==> src/rtl/sdr_pkg.sv <==
package sdr_pkg;

    localparam int BANK_W  = 2;
    localparam int ROW_W   = 13;
    localparam int COL_W   = 9;
    localparam int HALF_W  = 16;
    localparam int WORD_W  = 2 * HALF_W;
    localparam int WA_W    = BANK_W + ROW_W + COL_W - 1;
    localparam int CAS_LAT = 2;

    // {ras_n, cas_n, we_n}
    typedef enum logic [2:0] {
        C_NOP = 3'b111,
        C_ACT = 3'b011,
        C_RD  = 3'b101,
        C_WR  = 3'b100,
        C_PRE = 3'b010,
        C_REF = 3'b001,
        C_MRS = 3'b000
    } sdr_cmd_e;

    typedef enum logic [3:0] {
        S_PWR, S_IPRE, S_IREF, S_IMRS,
        S_IDLE, S_REF, S_ACT,
        S_WR1, S_WR2, S_WREC,
        S_RD, S_RD2, S_PRE
    } sdr_state_e;

    typedef struct packed {
        logic [BANK_W-1:0] bank;
        logic [ROW_W-1:0]  row;
        logic [COL_W-1:0]  col;
    } sdr_loc_t;

    typedef struct packed {
        logic              we;
        logic [WA_W-1:0]   addr;
        logic [WORD_W-1:0] data;
    } sdr_req_t;

    function automatic sdr_loc_t map_word(input logic [WA_W-1:0] wa);
        sdr_loc_t l;
        l.bank = wa[WA_W-1 -: BANK_W];
        l.row  = wa[COL_W-1 +: ROW_W];
        l.col  = {wa[COL_W-2:0], 1'b0};
        return l;
    endfunction

    // sequential burst of two, CAS latency 2, burst writes
    function automatic logic [ROW_W-1:0] mode_word();
        logic [ROW_W-1:0] m;
        m      = '0;
        m[2:0] = 3'b001;
        m[6:4] = 3'(CAS_LAT);
        return m;
    endfunction

endpackage

==> src/rtl/sdr_refresh_timer.sv <==
module sdr_refresh_timer #(
    parameter int INTERVAL = 200
) (
    input  logic clk,
    input  logic rst,
    input  logic en,
    input  logic ack,
    output logic pending
);
    localparam int W = $clog2(INTERVAL + 1);

    logic [W-1:0] cnt;
    logic         tick;

    assign tick = (cnt == W'(INTERVAL - 1));

    always_ff @(posedge clk) begin
        if (rst || !en) begin
            cnt     <= '0;
            pending <= 1'b0;
        end else begin
            cnt <= tick ? '0 : cnt + 1'b1;
            if (tick)
                pending <= 1'b1;
            else if (ack)
                pending <= 1'b0;
        end
    end

    // a due refresh stays flagged until the sequencer takes it
    a_r7_pending_held: assert property (@(posedge clk) disable iff (rst || !en)
        (pending && !ack) |=> pending);

endmodule

==> src/rtl/sdr_cmd_fsm.sv <==
module sdr_cmd_fsm
    import sdr_pkg::*;
#(
    parameter int T_INIT    = 20,
    parameter int T_RP      = 2,
    parameter int T_RFC     = 4,
    parameter int T_RCD     = 2,
    parameter int T_WR      = 2,
    parameter int T_MRD     = 2,
    parameter int INIT_REFS = 2
) (
    input  logic              clk,
    input  logic              rst,
    input  logic              cpu_req,
    input  logic              cpu_we,
    input  logic [WA_W-1:0]   cpu_addr,
    input  logic [WORD_W-1:0] cpu_wdata,
    output logic [WORD_W-1:0] cpu_rdata,
    output logic              cpu_busy,
    input  logic              ref_pend,
    output logic              ref_ack,
    output logic              init_done,
    output sdr_cmd_e          cmd,
    output logic [BANK_W-1:0] ba,
    output logic [ROW_W-1:0]  a,
    output logic [HALF_W-1:0] dq_o,
    output logic              dq_oe,
    input  logic [HALF_W-1:0] dq_i
);
    localparam int CNT_W = $clog2(T_INIT + T_RP + T_RFC + T_RCD + T_WR + T_MRD + 8);
    localparam int NR_W  = $clog2(INIT_REFS + 1);
    localparam logic [ROW_W-1:0] PRE_ALL = ROW_W'(1) << 10;

    sdr_state_e        state;
    logic [CNT_W-1:0]  cnt;
    logic [NR_W-1:0]   nref;
    logic              pend;
    sdr_req_t          req;
    logic [HALF_W-1:0] lo;
    sdr_loc_t          loc;
    logic              tick;

    assign loc  = map_word(req.addr);
    assign tick = (cnt == '0);

    always_ff @(posedge clk) begin
        if (rst) begin
            state     <= S_PWR;
            cnt       <= CNT_W'(T_INIT - 1);
            nref      <= '0;
            cmd       <= C_NOP;
            ba        <= '0;
            a         <= '0;
            dq_o      <= '0;
            dq_oe     <= 1'b0;
            cpu_busy  <= 1'b1;
            cpu_rdata <= '0;
            pend      <= 1'b0;
            req       <= '0;
            lo        <= '0;
            ref_ack   <= 1'b0;
            init_done <= 1'b0;
        end else begin
            cmd     <= C_NOP;
            ref_ack <= 1'b0;
            if (!tick) cnt <= cnt - 1'b1;

            if (cpu_req && !cpu_busy) begin
                req      <= '{we: cpu_we, addr: cpu_addr, data: cpu_wdata};
                pend     <= 1'b1;
                cpu_busy <= 1'b1;
            end

            case (state)
                S_PWR: if (tick) begin
                    cmd   <= C_PRE;
                    a     <= PRE_ALL;
                    cnt   <= CNT_W'(T_RP - 1);
                    state <= S_IPRE;
                end
                S_IPRE: if (tick) begin
                    cmd   <= C_REF;
                    nref  <= NR_W'(1);
                    cnt   <= CNT_W'(T_RFC - 1);
                    state <= S_IREF;
                end
                S_IREF: if (tick) begin
                    if (nref < NR_W'(INIT_REFS)) begin
                        cmd  <= C_REF;
                        nref <= nref + 1'b1;
                        cnt  <= CNT_W'(T_RFC - 1);
                    end else begin
                        cmd   <= C_MRS;
                        ba    <= '0;
                        a     <= mode_word();
                        cnt   <= CNT_W'(T_MRD - 1);
                        state <= S_IMRS;
                    end
                end
                S_IMRS: if (tick) begin
                    state     <= S_IDLE;
                    cpu_busy  <= 1'b0;
                    init_done <= 1'b1;
                end
                S_IDLE: begin
                    if (ref_pend) begin
                        cmd     <= C_REF;
                        ref_ack <= 1'b1;
                        cnt     <= CNT_W'(T_RFC - 1);
                        state   <= S_REF;
                    end else if (pend) begin
                        cmd   <= C_ACT;
                        ba    <= loc.bank;
                        a     <= loc.row;
                        pend  <= 1'b0;
                        cnt   <= CNT_W'(T_RCD - 1);
                        state <= S_ACT;
                    end
                end
                S_ACT: if (tick) begin
                    a <= ROW_W'(loc.col);
                    if (req.we) begin
                        cmd   <= C_WR;
                        dq_o  <= req.data[HALF_W-1:0];
                        dq_oe <= 1'b1;
                        state <= S_WR1;
                    end else begin
                        cmd   <= C_RD;
                        cnt   <= CNT_W'(CAS_LAT);
                        state <= S_RD;
                    end
                end
                S_WR1: begin
                    dq_o  <= req.data[WORD_W-1:HALF_W];
                    state <= S_WR2;
                end
                S_WR2: begin
                    dq_oe    <= 1'b0;
                    cpu_busy <= 1'b0;
                    cnt      <= CNT_W'(T_WR - 1);
                    state    <= S_WREC;
                end
                S_WREC: if (tick) begin
                    cmd   <= C_PRE;
                    a     <= '0;
                    cnt   <= CNT_W'(T_RP - 1);
                    state <= S_PRE;
                end
                S_RD: if (tick) begin
                    lo    <= dq_i;
                    state <= S_RD2;
                end
                S_RD2: begin
                    cpu_rdata <= {dq_i, lo};
                    cpu_busy  <= 1'b0;
                    cmd       <= C_PRE;
                    a         <= '0;
                    cnt       <= CNT_W'(T_RP - 1);
                    state     <= S_PRE;
                end
                S_PRE, S_REF: if (tick) state <= S_IDLE;
                default: state <= S_IDLE;
            endcase
        end
    end

    // spacing monitors for the checks below
    logic [CNT_W-1:0] since_act, since_pre;
    localparam logic [CNT_W-1:0] SAT = '1;

    always_ff @(posedge clk) begin
        if (rst) begin
            since_act <= SAT;
            since_pre <= SAT;
        end else begin
            since_act <= (cmd == C_ACT) ? CNT_W'(1) : (since_act == SAT ? SAT : since_act + 1'b1);
            since_pre <= (cmd == C_PRE) ? CNT_W'(1) : (since_pre == SAT ? SAT : since_pre + 1'b1);
        end
    end

    // busy held through initialization
    a_r1_busy_in_init: assert property (@(posedge clk) disable iff (rst)
        !init_done |-> cpu_busy);

    // column command waits for the activate delay
    a_r4_rcd_spacing: assert property (@(posedge clk) disable iff (rst)
        (cmd == C_RD || cmd == C_WR) |-> (since_act >= CNT_W'(T_RCD)));

    // activate waits for the precharge delay
    a_r4_rp_spacing: assert property (@(posedge clk) disable iff (rst)
        (cmd == C_ACT) |-> (since_pre >= CNT_W'(T_RP)));

    // busy drops before the row has been closed
    a_r5_early_release: assert property (@(posedge clk) disable iff (rst)
        ($fell(cpu_busy) && $past(init_done)) |-> (state == S_WREC || state == S_PRE));

    // an accepted strobe raises busy
    a_r6_accept_busy: assert property (@(posedge clk) disable iff (rst)
        (cpu_req && !cpu_busy) |=> cpu_busy);

    // due refresh beats a waiting request
    a_r8_refresh_first: assert property (@(posedge clk) disable iff (rst)
        (state == S_IDLE && ref_pend && pend) |=> (cmd == C_REF));

endmodule

==> src/rtl/sdram_word_ctrl.sv <==
module sdram_word_ctrl
    import sdr_pkg::*;
#(
    parameter int T_INIT       = 20,
    parameter int T_RP         = 2,
    parameter int T_RFC        = 4,
    parameter int T_RCD        = 2,
    parameter int T_WR         = 2,
    parameter int T_MRD        = 2,
    parameter int INIT_REFS    = 2,
    parameter int REF_INTERVAL = 200
) (
    input  logic              clk,
    input  logic              rst,
    input  logic              cpu_req,
    input  logic              cpu_we,
    input  logic [WA_W-1:0]   cpu_addr,
    input  logic [WORD_W-1:0] cpu_wdata,
    output logic [WORD_W-1:0] cpu_rdata,
    output logic              cpu_busy,
    output logic              sd_ras_n,
    output logic              sd_cas_n,
    output logic              sd_we_n,
    output logic [BANK_W-1:0] sd_ba,
    output logic [ROW_W-1:0]  sd_a,
    output logic [1:0]        sd_dqm,
    output logic [HALF_W-1:0] sd_dq_o,
    output logic              sd_dq_oe,
    input  logic [HALF_W-1:0] sd_dq_i
);
    logic     ref_pend, ref_ack, init_done;
    sdr_cmd_e cmd;

    sdr_refresh_timer #(.INTERVAL(REF_INTERVAL)) u_refresh (
        .clk     (clk),
        .rst     (rst),
        .en      (init_done),
        .ack     (ref_ack),
        .pending (ref_pend)
    );

    sdr_cmd_fsm #(
        .T_INIT(T_INIT), .T_RP(T_RP), .T_RFC(T_RFC), .T_RCD(T_RCD),
        .T_WR(T_WR), .T_MRD(T_MRD), .INIT_REFS(INIT_REFS)
    ) u_fsm (
        .clk       (clk),
        .rst       (rst),
        .cpu_req   (cpu_req),
        .cpu_we    (cpu_we),
        .cpu_addr  (cpu_addr),
        .cpu_wdata (cpu_wdata),
        .cpu_rdata (cpu_rdata),
        .cpu_busy  (cpu_busy),
        .ref_pend  (ref_pend),
        .ref_ack   (ref_ack),
        .init_done (init_done),
        .cmd       (cmd),
        .ba        (sd_ba),
        .a         (sd_a),
        .dq_o      (sd_dq_o),
        .dq_oe     (sd_dq_oe),
        .dq_i      (sd_dq_i)
    );

    assign {sd_ras_n, sd_cas_n, sd_we_n} = cmd;
    assign sd_dqm = 2'b00;

endmodule

==> config.mk <==
export PLATFORM = sky130hd
export DESIGN_NAME = sdram_word_ctrl
export DESIGN_NICKNAME = d
export VERILOG_FILES = /design/src/rtl/sdr_pkg.sv /design/src/rtl/sdr_refresh_timer.sv /design/src/rtl/sdr_cmd_fsm.sv /design/src/rtl/sdram_word_ctrl.sv
export SDC_FILE = /design/constraint.sdc
export NUM_CORES = 1
export LEC_CHECK = 0
export BUFFER_PORTS_ARGS = -buffer_cell sky130_fd_sc_hd__buf_2
export CORE_MARGIN = 2
export CORE_UTILIZATION = 61
export CTS_BUF_LIST = sky130_fd_sc_hd__clkbuf_4
export CTS_CLUSTER_DIAMETER = 50
export DETAILED_ROUTE_END_ITERATION = 12
export GPL_TIMING_DRIVEN = 0
export HOLD_SLACK_MARGIN = 0.05
export PLACE_DENSITY = 0.88
export SLEW_MARGIN = 20
export SYNTH_ARGS = -nofsm -noshare
export SYNTH_HDL_FRONTEND = slang
export SYNTH_SLANG_ARGS = --single-unit
==> constraint.sdc <==
create_clock -name clk -period 4.4 [get_ports clk]
set_clock_uncertainty 0.15 [all_clocks]
set_input_delay 0.22 -clock clk [delete_from_list [all_inputs] [get_ports clk]]
set_output_delay 0.22 -clock clk [all_outputs]
set_load 0.02 [all_outputs]
==> results.ini, run 1 <==
[status]
status = completed

[clocking]
clockRootBuffer = clkbuf_4
postCtsSetupRepairBufs = 0
h-tree-depth = 4
clk_pin_slew_worst_paths_ns = 0.14
holdBufCountCts = 74
cts_resized = 0
clk_latency_ns = 0.59
cts_tree = yes
cts.path.max_buffers = 2
numCtsBuffers = 17
cts_sinks = 164

[die]
fp.dieArea_sq_um = 11900
start_util_pct = 62.2
die_w_um = 109
core_sq_um = 10800
fp.dieH_um = 109
placementRows = 38
io_pins = 145

[final_layout]
multi_input_area_sq_um = 3110
drive_gt1_share_pct = 20.3
num-fill-cells = 661
fin_cells = 1178
regArea_sq_um = 3280
nNetsFinal = 1107
diodes = 0
area_growth_pct = 27.9

[global_routing]
grt.busiest_layer = met2
grt_max_degree = 17
grt_pass1_wl_mm = 33.9
track_usage_pct = 37.2
use_met3_pct = 8.49
grt_use_met1_pct = 44.3
overflow = 0
grt_pass1_vias = 6854
grt_util_met2_pct = 60.8
antenna_found_initial = 0

[power]
p_seq_share_pct = 59.7
combPwrFrac_pct = 6.4
total_power_mw = 2.51
p_clk_share_pct = 33.9
ir_drop_mv = 0.228
switching_share_pct = 23.4
p_leak_nw = 3.35
p_sw_uw = 587
powerDensity_nw_per_um2 = 292
p_int_mw = 1.92

[logic_synthesis]
synth.most_common_cell = nand2_1
synth_cells = 794
synth_commonest_cells = nand2_1, dfxtp_1, a21oi_1, nor2_1, clkbuf_1
synth_warnings = 0
seq_area_frac_synth_pct = 48.9
synth_cell_types = 60
syn_area_per_cell_sq_um = 8.46
async_flop_share_pct = 0
synth_flop_cell = dfxtp_1
synth.cell_area_sq_um = 6720
yosys-top-cells-area = dfxtp_1, nand2_1, a21oi_1
synth_edf_count = 0
ys_seq_elements = 164
yosys.area.top_type = dfxtp_1
yosysTopAreaCellShare_pct = 48.9

[hold_path]
hold_path_class = in2reg

[worst_setup_path]
r2r-end = u_fsm.a[6]$_SDFFE_PP0P_
r2r_cells = 7
required_ns = 4.71
r2r_slack_ns = 1.73
cp.arrival_ns = 2.98
worstSetupEndpoint = u_fsm.a[6]$_SDFFE_PP0P_
crit_fanout = 10
worst_setup_path_start_kind = flop
critPathKind = reg2reg
r2r_start = u_fsm.state[3]$_SDFFE_PP0P_
endpoint_kind = flop
critPathLaunch = u_fsm.state[3]$_SDFFE_PP0P_

[sta]
finalHoldViolations = 0
fin_crit_sh_pct = 60.7
setup-violations-final = 0
tightest_slew_ns = 0.764
hold_slack_ns = 0.274
rsz0062_at_grt = no
relSlewSlack_pct = 48.9
fin_crit_ns = 2.67
tns_ns = 0
maxSlewViolCount = 0
clock.fmax_mhz = 374

[routing]
num_vias = 7069
drt.antenna.violating_nets = 0
wirelength_mm = 22.0
post_drt_wl_per_cell_um = 18.6
dr.pass1.iters = 8
via_per_inst = 6.00
dr.first_iter.drc_count = 756
drc = 0

[job]
drv_cap = 0

[place]
place_inst = 1076
dp_hpwl_mm = 12.4
gp_congestion = 0.985
portBuffers = 141

sequential cells by signal, indices dropped and copies added, names as in the netlist:
| signal | cells |
|---|---|
| u_fsm.cpu_rdata | 32 |
| u_fsm.dq_oe | 1 |
| u_fsm.a | 13 |
| u_fsm.init_done | 1 |
| u_fsm.dq_o | 16 |
| u_fsm.cmd | 3 |
| u_fsm.cnt | 6 |
| u_fsm.lo | 16 |
| u_fsm.ba | 2 |
| u_fsm.nref | 2 |
| u_fsm.state | 4 |
| u_fsm.loc | 23 |
| u_fsm.req | 33 |
| u_refresh.cnt | 8 |
| u_refresh.pending | 1 |
| u_fsm.cpu_busy | 1 |
| u_fsm.ref_ack | 1 |
| u_fsm.pend | 1 |
worst min-delay path by stage:
stage	start	end	slack, ns	cells after the start
floorplan	cpu_addr[9]	u_fsm.loc[10]$_SDFFE_PP0P_	0.21	2
global placement	u_refresh.cnt[0]$_SDFF_PP0_	u_refresh.cnt[0]$_SDFF_PP0_	0.28	1
detailed placement	u_refresh.cnt[0]$_SDFF_PP0_	u_refresh.cnt[0]$_SDFF_PP0_	0.29	1
CTS	cpu_addr[13]	u_fsm.loc[14]$_SDFFE_PP0P_	0.25	4
global route	cpu_wdata[2]	u_fsm.req[2]$_SDFFE_PP0P_	0.28	4
finish	cpu_addr[19]	u_fsm.loc[20]$_SDFFE_PP0P_	0.27	4
final cells by class:
| cell class | count | area share, % |
|---|---|---|
| flip-flops and latches | 164 | 38.2 |
| clock buffers | 21 | 1.83 |
| plain buffers | 62 | 3.45 |
| repair buffers | 215 | 16.8 |
| well taps | 140 | 2.04 |
| multi-input cells | 560 | 36.2 |
| inverters | 9 | 0.422 |
| clock inverters | 7 | 1.00 |
layer usage:
layer | wire, um | vias up | part of all wire (%)
met5 | 0 | - | 0
met4 | 1260 | 0 | 5.8
met3 | 2120 | 130 | 9.6
met2 | 10200 | 507 | 46
met1 | 8390 | 3232 | 38
li1 | - | 3200 | -
stage by stage:
stage | utilization (%) | cell area, sq um | setup slack, ns
2_1_floorplan | - | 6720 | 2.04
3_3_place_gp | 70.4 | 7600 | 1.83
3_5_place_dp | 70.5 | 7610 | 1.86
4_1_cts | 79.6 | 8590 | 1.85
5_1_grt | 79.6 | 8590 | 1.67
6_report | 79.6 | 8590 | 1.73
power groups by stage:
stage | Combinational, mW | Clock [mW] | Sequential, mW
6_report | 0.160 | 0.850 | 1.50
5_1_grt | 0.169 | 0.903 | 1.50
4_1_cts | 0.149 | 0.834 | 1.50
3_5_place_dp | 0.0994 | 0 | 1.53
3_3_place_gp | 0.0987 | 0 | 1.53
2_1_floorplan | 0.0443 | 0 | 1.53
cells by family after synthesis:
logic type	after synthesis	synth area share (%)
simple gates	309	19.7
compound gates	200	19.2
flops	164	48.9
buf+inv	71	4.96
mux	36	5.38
xor+xnor	10	1.30
fa+ha+maj	3	0.559
other cells	1	0.0558
worst max-delay path, stage by stage (launching register included):
cell and delay, ns:
dfxtp_1 0.42, buf_4 0.22, clkinv_1 0.27, nor2_1 0.29
a22o_1 0.27, clkbuf_1 0.42, a21oi_1 0.16, a311oi_1 0.36
placed cells by master, fill, tap and decap left out, drive strengths merged, types with 2 or more instances in the layout:
| cell type | n |
|---|---|
| nand2 | 193 |
| dfxtp | 164 |
| buf | 161 |
| a21oi | 114 |
| dlygate4sd3 | 74 |
| nor2 | 63 |
| clkbuf | 63 |
| mux2i | 35 |
| a211oi | 22 |
| o21ai | 19 |
| nand3 | 13 |
| a22oi | 11 |
| a311oi | 10 |
| nand2b | 8 |
| inv | 8 |
| xor2 | 6 |
| nor3 | 6 |
| clkinv | 6 |
| nand4 | 5 |
| nor2b | 5 |
| and3 | 4 |
| xnor2 | 4 |
| a31oi | 3 |
| o31ai | 3 |
| or3 | 3 |
| ha | 3 |
| a22o | 3 |
| o2111ai | 2 |
| nor4b | 2 |
| a221oi | 2 |
| a32oi | 2 |
| conb | 2 |
| bufinv | 2 |
| or4b | 2 |
No activity file was read; power rests on OpenSTA's default activity.
==> run 2: changes to the inputs <==
--- a/config.mk
+++ b/config.mk
@@ -7,13 +7,13 @@
 export LEC_CHECK = 0
 export BUFFER_PORTS_ARGS = -buffer_cell sky130_fd_sc_hd__buf_2
 export CORE_MARGIN = 2
-export CORE_UTILIZATION = 61
+export CORE_UTILIZATION = 51
 export CTS_BUF_LIST = sky130_fd_sc_hd__clkbuf_4
 export CTS_CLUSTER_DIAMETER = 50
 export DETAILED_ROUTE_END_ITERATION = 12
 export GPL_TIMING_DRIVEN = 0
 export HOLD_SLACK_MARGIN = 0.05
-export PLACE_DENSITY = 0.88
+export PLACE_DENSITY = 0.78
 export SLEW_MARGIN = 20
 export SYNTH_ARGS = -nofsm -noshare
 export SYNTH_HDL_FRONTEND = slang
==> constraint.sdc (replaced) <==
create_clock -name clk -period 2.4 [get_ports clk]
set_clock_uncertainty 0.15 [all_clocks]
set_input_delay 0.12 -clock clk [delete_from_list [all_inputs] [get_ports clk]]
set_output_delay 0.12 -clock clk [all_outputs]
set_load 0.02 [all_outputs]
==> run 2 against run 1 <==
  * Via count down 3.6%
  * Utilization down 9.3 points
  * Final cell count up 5.1%
  * Routed wire length down 8.4%
  * Sequential share of layout area down 1.5 points
  * Register-to-register slack worse by 1.7 ns
  * Worst setup slack worse by 1.7 ns
  * Hold slack worse by 0.091 ns
  * Combinational power up 92%
  * Die area up 19%
  * Clock power up 80%
  * Critical endpoint is now u_fsm.dq_o[10]$_SDFFE_PP0P_
==> results.ini, run 2 (synthesized netlist as in run 1, its figures left out) <==
[worst_setup_path]
crit_buf_inv = 4  ; +1
required_ns = 2.72  ; -1.99 ns
critPathKind = reg2reg
worst_setup_path_start_kind = flop
crit_fanout = 10  ; unchanged
max_stage_delay_ns = 0.50  ; +0.08 ns
path_cells = inv_2 -> ha_4 -> or4b_4 -> nor2_8 -> clkinv_4 -> buf_4 -> a22oi_4 -> buf_6 -> nor2_1 -> a211oi_2
critPathSlowestCell = or4b_4
cp.arrival_ns = 2.68  ; -0.30 ns
endpoint_kind = flop
cp_top_family = simple AND/OR/NAND/NOR gates

[sta]
clock.fmax_mhz = 424  ; +13%
setup-violations-final = 0  ; unchanged
relSlewSlack_pct = 47.8  ; -1.2 points
finalHoldViolations = 0  ; unchanged
maxSlewViolCount = 0  ; unchanged
rsz0062_at_grt = yes
fin_crit_sh_pct = 98.4  ; +38 points
worst_slack_ns = 0.0388  ; -1.69 ns
fin_crit_ns = 2.36  ; -0.310 ns
tightest_slew_ns = 0.784  ; +0.0193 ns

[global_routing]
antenna_found_initial = 0  ; unchanged
grt_pass1_wl_mm = 31.9  ; -5.9%
grt_max_degree = 17  ; unchanged
overflow = 0  ; unchanged
track_usage_pct = 28.3  ; -9.0 points
grt_pass1_vias = 6586  ; -3.9%

[final_layout]
diodes = 0  ; unchanged
regMostFlops = u_fsm.req
final_common_cell = nand2_1
final_cell_area_sq_um = 8940  ; +4.1%
final_cell_mix = nand2_1, dfxtp_1, buf_2
largest_reg_flops = 33  ; unchanged
area_growth_pct = 33.2
utilization_pct = 70.3  ; -9.3 points
drive_gt1_share_pct = 23.3  ; +2.9 points
num-fill-cells = 1013  ; +53%
nNetsFinal = 1132  ; +2.3%

[power]
total_power_mw = 4.58  ; +83%
p_leak_nw = 3.53  ; +5.4%
ir_drop_mv = 0.409  ; +79%
powerDensity_nw_per_um2 = 512  ; +76%

[hold_path]
hold_path_class = in2reg

[die]
core_sq_um = 12700  ; +18%
die_w_um = 119  ; +9.0%
fp.dieH_um = 119  ; +9.0%
io_pins = 145  ; unchanged
fp.dieArea_sq_um = 14100  ; +19%
placementRows = 41  ; +7.9%
start_util_pct = 52.8  ; -9.4 points

[routing]
met2_length_mm = 9.76  ; -4.2%
post_drt_wl_per_cell_um = 16.3  ; -13%
drc = 0  ; unchanged
top_layer_used = met4
via_per_inst = 5.50  ; -8.3%
dr_wl_met3_mm = 1.66  ; -22%
dr.pass1.iters = 7  ; -1
num_vias = 6815  ; -3.6%
drt-met1-wl_mm = 8.19  ; -2.4%
drt.antenna.violating_nets = 0  ; unchanged
dr.first_iter.drc_count = 570  ; -25%
wirelength_mm = 20.1  ; -8.4%

[clocking]
h-tree-depth = 4  ; unchanged
cts_sinks = 164  ; unchanged
clk_latency_ns = 0.56  ; -0.03 ns
clockRootBuffer = clkbuf_4
clk_pin_slew_worst_paths_ns = 0.13  ; about the same
cts.path.max_buffers = 2  ; unchanged
numCtsBuffers = 17  ; unchanged
cts_tree = yes

[status]
status = completed

[place]
dp_hpwl_mm = 12.8  ; +2.8%
pre_cts_slack_ns = -0.130  ; -1.99 ns
gp_congestion = 0.963  ; -2.3%
portBuffers = 141  ; unchanged
placed_area_sq_um = 7650  ; +0.53%

[job]
drv_cap = 0  ; unchanged

[run 2: metal layers]
| layer | global-route usage (%) | vias to the layer above |
|---|---|---|
| met1 | 34.6 | 3172 |
| met5 | 0 | - |
| li1 | - | 3254 |
| met2 | 47.8 | 341 |
| met3 | 7.38 | 48 |
| met4 | 10.3 | 0 |
[run 2: worst paths after layout]
path                               startpoint                           to  slack, ns  depth (start not counted)
hold / removal                    cpu_addr[8]    u_fsm.loc[9]$_SDFFE_PP0P_       0.18                          4
setup / recovery      u_fsm.cnt[0]$_SDFF_PP1_  u_fsm.dq_o[10]$_SDFFE_PP0P_       0.04                         10
hold reg to reg   u_refresh.cnt[0]$_SDFF_PP0_  u_refresh.cnt[0]$_SDFF_PP0_       0.30                          1
setup reg to reg      u_fsm.cnt[0]$_SDFF_PP1_  u_fsm.dq_o[10]$_SDFFE_PP0P_       0.04                         10
[run 2: worst register-to-register path, cell delays in order (launching register included)]
cell      delay (ns)
dfxtp_4         0.37
inv_2           0.07
ha_4            0.12
or4b_4          0.50
nor2_8          0.14
clkinv_4        0.09
buf_4           0.16
a22oi_4         0.24
buf_6           0.19
nor2_1          0.06
a211oi_2        0.20
[run 2: report_power, final]
group	internal (mW)	switching [mW]	total (mW)
sequential	2.73	0.00983	2.74
clock	0.603	0.928	1.53
combinational	0.168	0.140	0.308
total	3.50	1.08	4.58
[run 2: cell type report]
type | count | area, sq um | area share, %
clock inverter | 13 | 118 | 1.31
multi-input combinational | 560 | 3170 | 35.5
clock buffer | 18 | 135 | 1.51
buffer | 62 | 312 | 3.48
inverter | 9 | 42.5 | 0.476
timing repair buffer | 240 | 1660 | 18.6
tap | 172 | 215 | 2.41
sequential | 164 | 3290 | 36.8
[run 2: what timing repair did]
item,CTS,global route
endpoints found under the setup margin,22,60
endpoints found under the hold margin,96,0
gates resized for setup,4,31
pin swaps,1,7
hold buffers,84,0
buffers inserted,4,11
[run 2: metrics by stage]
stage                     TNS (ns)  std cells  hold slack, ns
after floorplan                  0        795           0.106
after global placement       -1.40       1108           0.211
after detailed placement    -0.357       1108           0.216
after CTS                   -0.269       1227           0.154
after global routing        -0.285       1238           0.170
final                            0       1238           0.182
==> run 3: changes to the inputs <==
--- a/config.mk
+++ b/config.mk
@@ -6,14 +6,16 @@
 export NUM_CORES = 1
 export LEC_CHECK = 0
 export BUFFER_PORTS_ARGS = -buffer_cell sky130_fd_sc_hd__buf_2
-export CORE_MARGIN = 2
-export CORE_UTILIZATION = 51
+export CELL_PAD_IN_SITES_DETAIL_PLACEMENT = 2
+export CELL_PAD_IN_SITES_GLOBAL_PLACEMENT = 2
+export CORE_MARGIN = 4
+export CORE_UTILIZATION = 30
 export CTS_BUF_LIST = sky130_fd_sc_hd__clkbuf_4
 export CTS_CLUSTER_DIAMETER = 50
 export DETAILED_ROUTE_END_ITERATION = 12
 export GPL_TIMING_DRIVEN = 0
 export HOLD_SLACK_MARGIN = 0.05
-export PLACE_DENSITY = 0.78
+export PLACE_DENSITY_LB_ADDON = 0.1
 export SLEW_MARGIN = 20
 export SYNTH_ARGS = -nofsm -noshare
 export SYNTH_HDL_FRONTEND = slang
==> run 3 against run 2 <==
  * Clock power increased by 5%
  * Routed wire length increased by 26%
  * First-iteration DRC count decreased by 57%
  * Maximum frequency increased by 0.47%
  * Register-to-register slack about the same
  * Via count decreased by 3.6%
  * Critical path depth decreased by 1
  * Die area increased by 76%
  * Design area increased by 0.71%
  * Hold slack got worse by 0.036 ns
  * Largest power group unchanged
==> results.ini, run 3 (synthesized netlist as in run 1, its figures left out) <==
[die]
fp.dieArea_sq_um = 24800  ; +76%
fp.dieH_um = 158  ; +33%
core_sq_um = 21900  ; +72%
io_pins = 145  ; unchanged
placementRows = 54  ; +32%
die_w_um = 158  ; +33%
start_util_pct = 30.7  ; -22 points

[place]
gp_congestion = 0.868  ; -9.8%
dp_hpwl_mm = 17.2  ; +34%
portBuffers = 141  ; unchanged
place_inst = 1217  ; +9.8%
placed_area_sq_um = 7790  ; +1.8%

[worst_setup_path]
worst_setup_path_start_kind = flop
path_cells = inv_2 -> ha_4 -> or4b_4 -> nor2_8 -> buf_4 -> and3_4 -> clkbuf_16 -> mux2i_2 -> nor2_1
cp.arrival_ns = 2.67  ; about the same
crit_fanout = 8  ; -2
cp_top_family = simple AND/OR/NAND/NOR gates
crit_buf_inv = 3  ; -1
r2r_start = u_fsm.cnt[0]$_SDFF_PP1_
required_ns = 2.72  ; about the same
endpoint_kind = flop
r2r_cells = 9  ; -1
critPathKind = reg2reg
r2r_slack_ns = 0.05  ; about the same
r2r-end = u_fsm.lo[6]$_SDFFE_PP0P_
max_stage_delay_ns = 0.50  ; about the same
critPathSlowestCell = or4b_4

[sta]
relSlewSlack_pct = 47.4  ; -0.32 points
tightest_slew_ns = 0.788  ; +0.00482 ns
setup-violations-final = 0  ; unchanged
fin_crit_sh_pct = 97.9  ; -0.46 points
rsz0062_at_grt = yes
maxSlewViolCount = 0  ; unchanged
fin_crit_ns = 2.35  ; -0.0109 ns
clock.fmax_mhz = 425  ; +0.47%
finalHoldViolations = 0  ; unchanged

[power]
powerDensity_nw_per_um2 = 518  ; +1.2%
combPwrFrac_pct = 6.8  ; about the same
p_clk_share_pct = 34.4  ; +1.0 points
p_leak_nw = 3.43  ; -2.7%
total_power_mw = 4.67  ; +1.9%
switching_share_pct = 26.3  ; +2.8 points
p_int_mw = 3.44  ; -1.8%
p_sw_mw = 1.23  ; +14%
p_seq_share_pct = 58.8  ; -1.1 points
ir_drop_mv = 0.240  ; -41%

[final_layout]
nNetsFinal = 1120  ; -1.1%
largest_reg_flops = 33  ; unchanged
fin_cells = 1335  ; +7.8%
final_cell_mix = nand2_1, dfxtp_1, buf_2
regMostFlops = u_fsm.req
final_cell_area_sq_um = 9010  ; +0.71%
drive_gt1_share_pct = 23.9  ; +0.64 points
final_common_cell = nand2_1
area_growth_pct = 34.1

[hold_path]
hold_path_class = in2reg
min_to = u_fsm.loc[3]$_SDFFE_PP0P_
worstHoldPathCells = 4  ; unchanged
hold_start = cpu_addr[2]

[global_routing]
overflow = 0  ; unchanged
antenna_found_initial = 1  ; +1
grt.busiest_layer = met2
use_met3_pct = 4.32  ; -3.1 points
grt_use_met1_pct = 25.9  ; -8.7 points
grt_pass1_wl_mm = 39.2  ; +23%
grt_max_degree = 17  ; unchanged
track_usage_pct = 20.3  ; -8.0 points
grt_pass1_vias = 7077  ; +7.5%
grt_util_met2_pct = 35.2  ; -13 points

[clocking]
h-tree-depth = 4  ; unchanged
clk_latency_ns = 0.59  ; +0.03 ns
numCtsBuffers = 17  ; unchanged
cts_tree = yes
clk_pin_slew_worst_paths_ns = 0.16  ; +0.03 ns
cts.path.max_buffers = 2  ; unchanged
cts_sinks = 164  ; unchanged
clockRootBuffer = clkbuf_4

[routing]
dr.pass1.iters = 4  ; -3
via_per_inst = 4.92  ; -11%
post_drt_wl_per_cell_um = 19.0  ; +17%
drc = 0  ; unchanged
num_vias = 6570  ; -3.6%
wirelength_mm = 25.3  ; +26%
drt.antenna.violating_nets = 0  ; unchanged
dr.first_iter.drc_count = 245  ; -57%

[job]
drv_cap = 0  ; unchanged

[status]
status = completed

-- run 3: metal layers --
layer  share of wire (%)  vias to the layer above
met1                  44                     3211
met5                   0                        -
met3                 4.0                       15
li1                    -                     3216
met2                  51                      128
met4                 1.1                        0
-- run 3: power groups by stage --
stage                     clock (mW)  sequential [mW]  combinational [mW]
after floorplan                    0             2.80              0.0812
after global placement             0             2.80               0.193
after detailed placement           0             2.80               0.195
after CTS                       1.68             2.74               0.304
after global routing            1.81             2.75               0.349
final                           1.61             2.75               0.319
-- run 3: cell type report --
| cell class | instances | area [sq um] |
|---|---|---|
| Antenna cell | 1 | 2.50 |
| Clock buffer | 18 | 135 |
| Inverter | 9 | 42.5 |
| Buffer | 61 | 315 |
| Tap cell | 280 | 350 |
| Sequential cell | 164 | 3290 |
| Fill cell | 2557 | 12900 |
| Timing Repair Buffer | 229 | 1570 |
| Multi-Input combinational cell | 560 | 3180 |
| Clock inverter | 13 | 126 |
-- run 3: repair_timing --
item	4_1_cts	5_1_grt
cloned	0	1
setup buffers	6	5
hold endpoints to repair	96	0
endpoints found under the setup margin	48	71
pin swaps	2	7
hold buffers	75	0
resized for setup	20	24
-- run 3: worst register-to-register path, stage by stage (launching register included) --
cell	delay [ns]
dfxtp_2	0.36
inv_2	0.07
ha_4	0.13
or4b_4	0.50
nor2_8	0.16
buf_4	0.18
and3_4	0.23
clkbuf_16	0.18
mux2i_2	0.23
nor2_1	0.06
-- run 3: worst max path at each step --
stage | startpoint | to | slack (ns) | depth (start not counted)
after floorplan | u_fsm.cnt[0]$_SDFF_PP1_ | u_fsm.cnt[0]$_SDFF_PP1_ | 0.04 | 11
after global placement | u_fsm.state[1]$_SDFFE_PP0P_ | u_fsm.state[0]$_SDFFE_PP0P_ | -0.55 | 5
after detailed placement | u_fsm.state[3]$_SDFFE_PP0P_ | u_fsm.a[3]$_SDFFE_PP0P_ | -0.23 | 7
after CTS | u_fsm.cnt[1]$_SDFF_PP1_ | u_fsm.cnt[0]$_SDFF_PP1_ | -0.01 | 11
after global routing | u_fsm.state[2]$_SDFFE_PP0P_ | u_fsm.a[6]$_SDFFE_PP0P_ | -0.05 | 5
final | u_fsm.cnt[0]$_SDFF_PP1_ | u_fsm.lo[6]$_SDFFE_PP0P_ | 0.05 | 9
-- run 3: stage by stage --
step / setup WS [ns] / util, % / setup TNS, ns / hold slack [ns]
floorplan: 0.0444 / - / 0 / 0.106
global placement: -0.555 / 35.5 / -5.40 / 0.217
detailed placement: -0.230 / 35.6 / -5.25 / 0.218
CTS: -0.00980 / 40.6 / -0.00980 / 0.109
global route: -0.0507 / 41.2 / -0.428 / 0.0991
finish: 0.0497 / 41.2 / 0 / 0.146
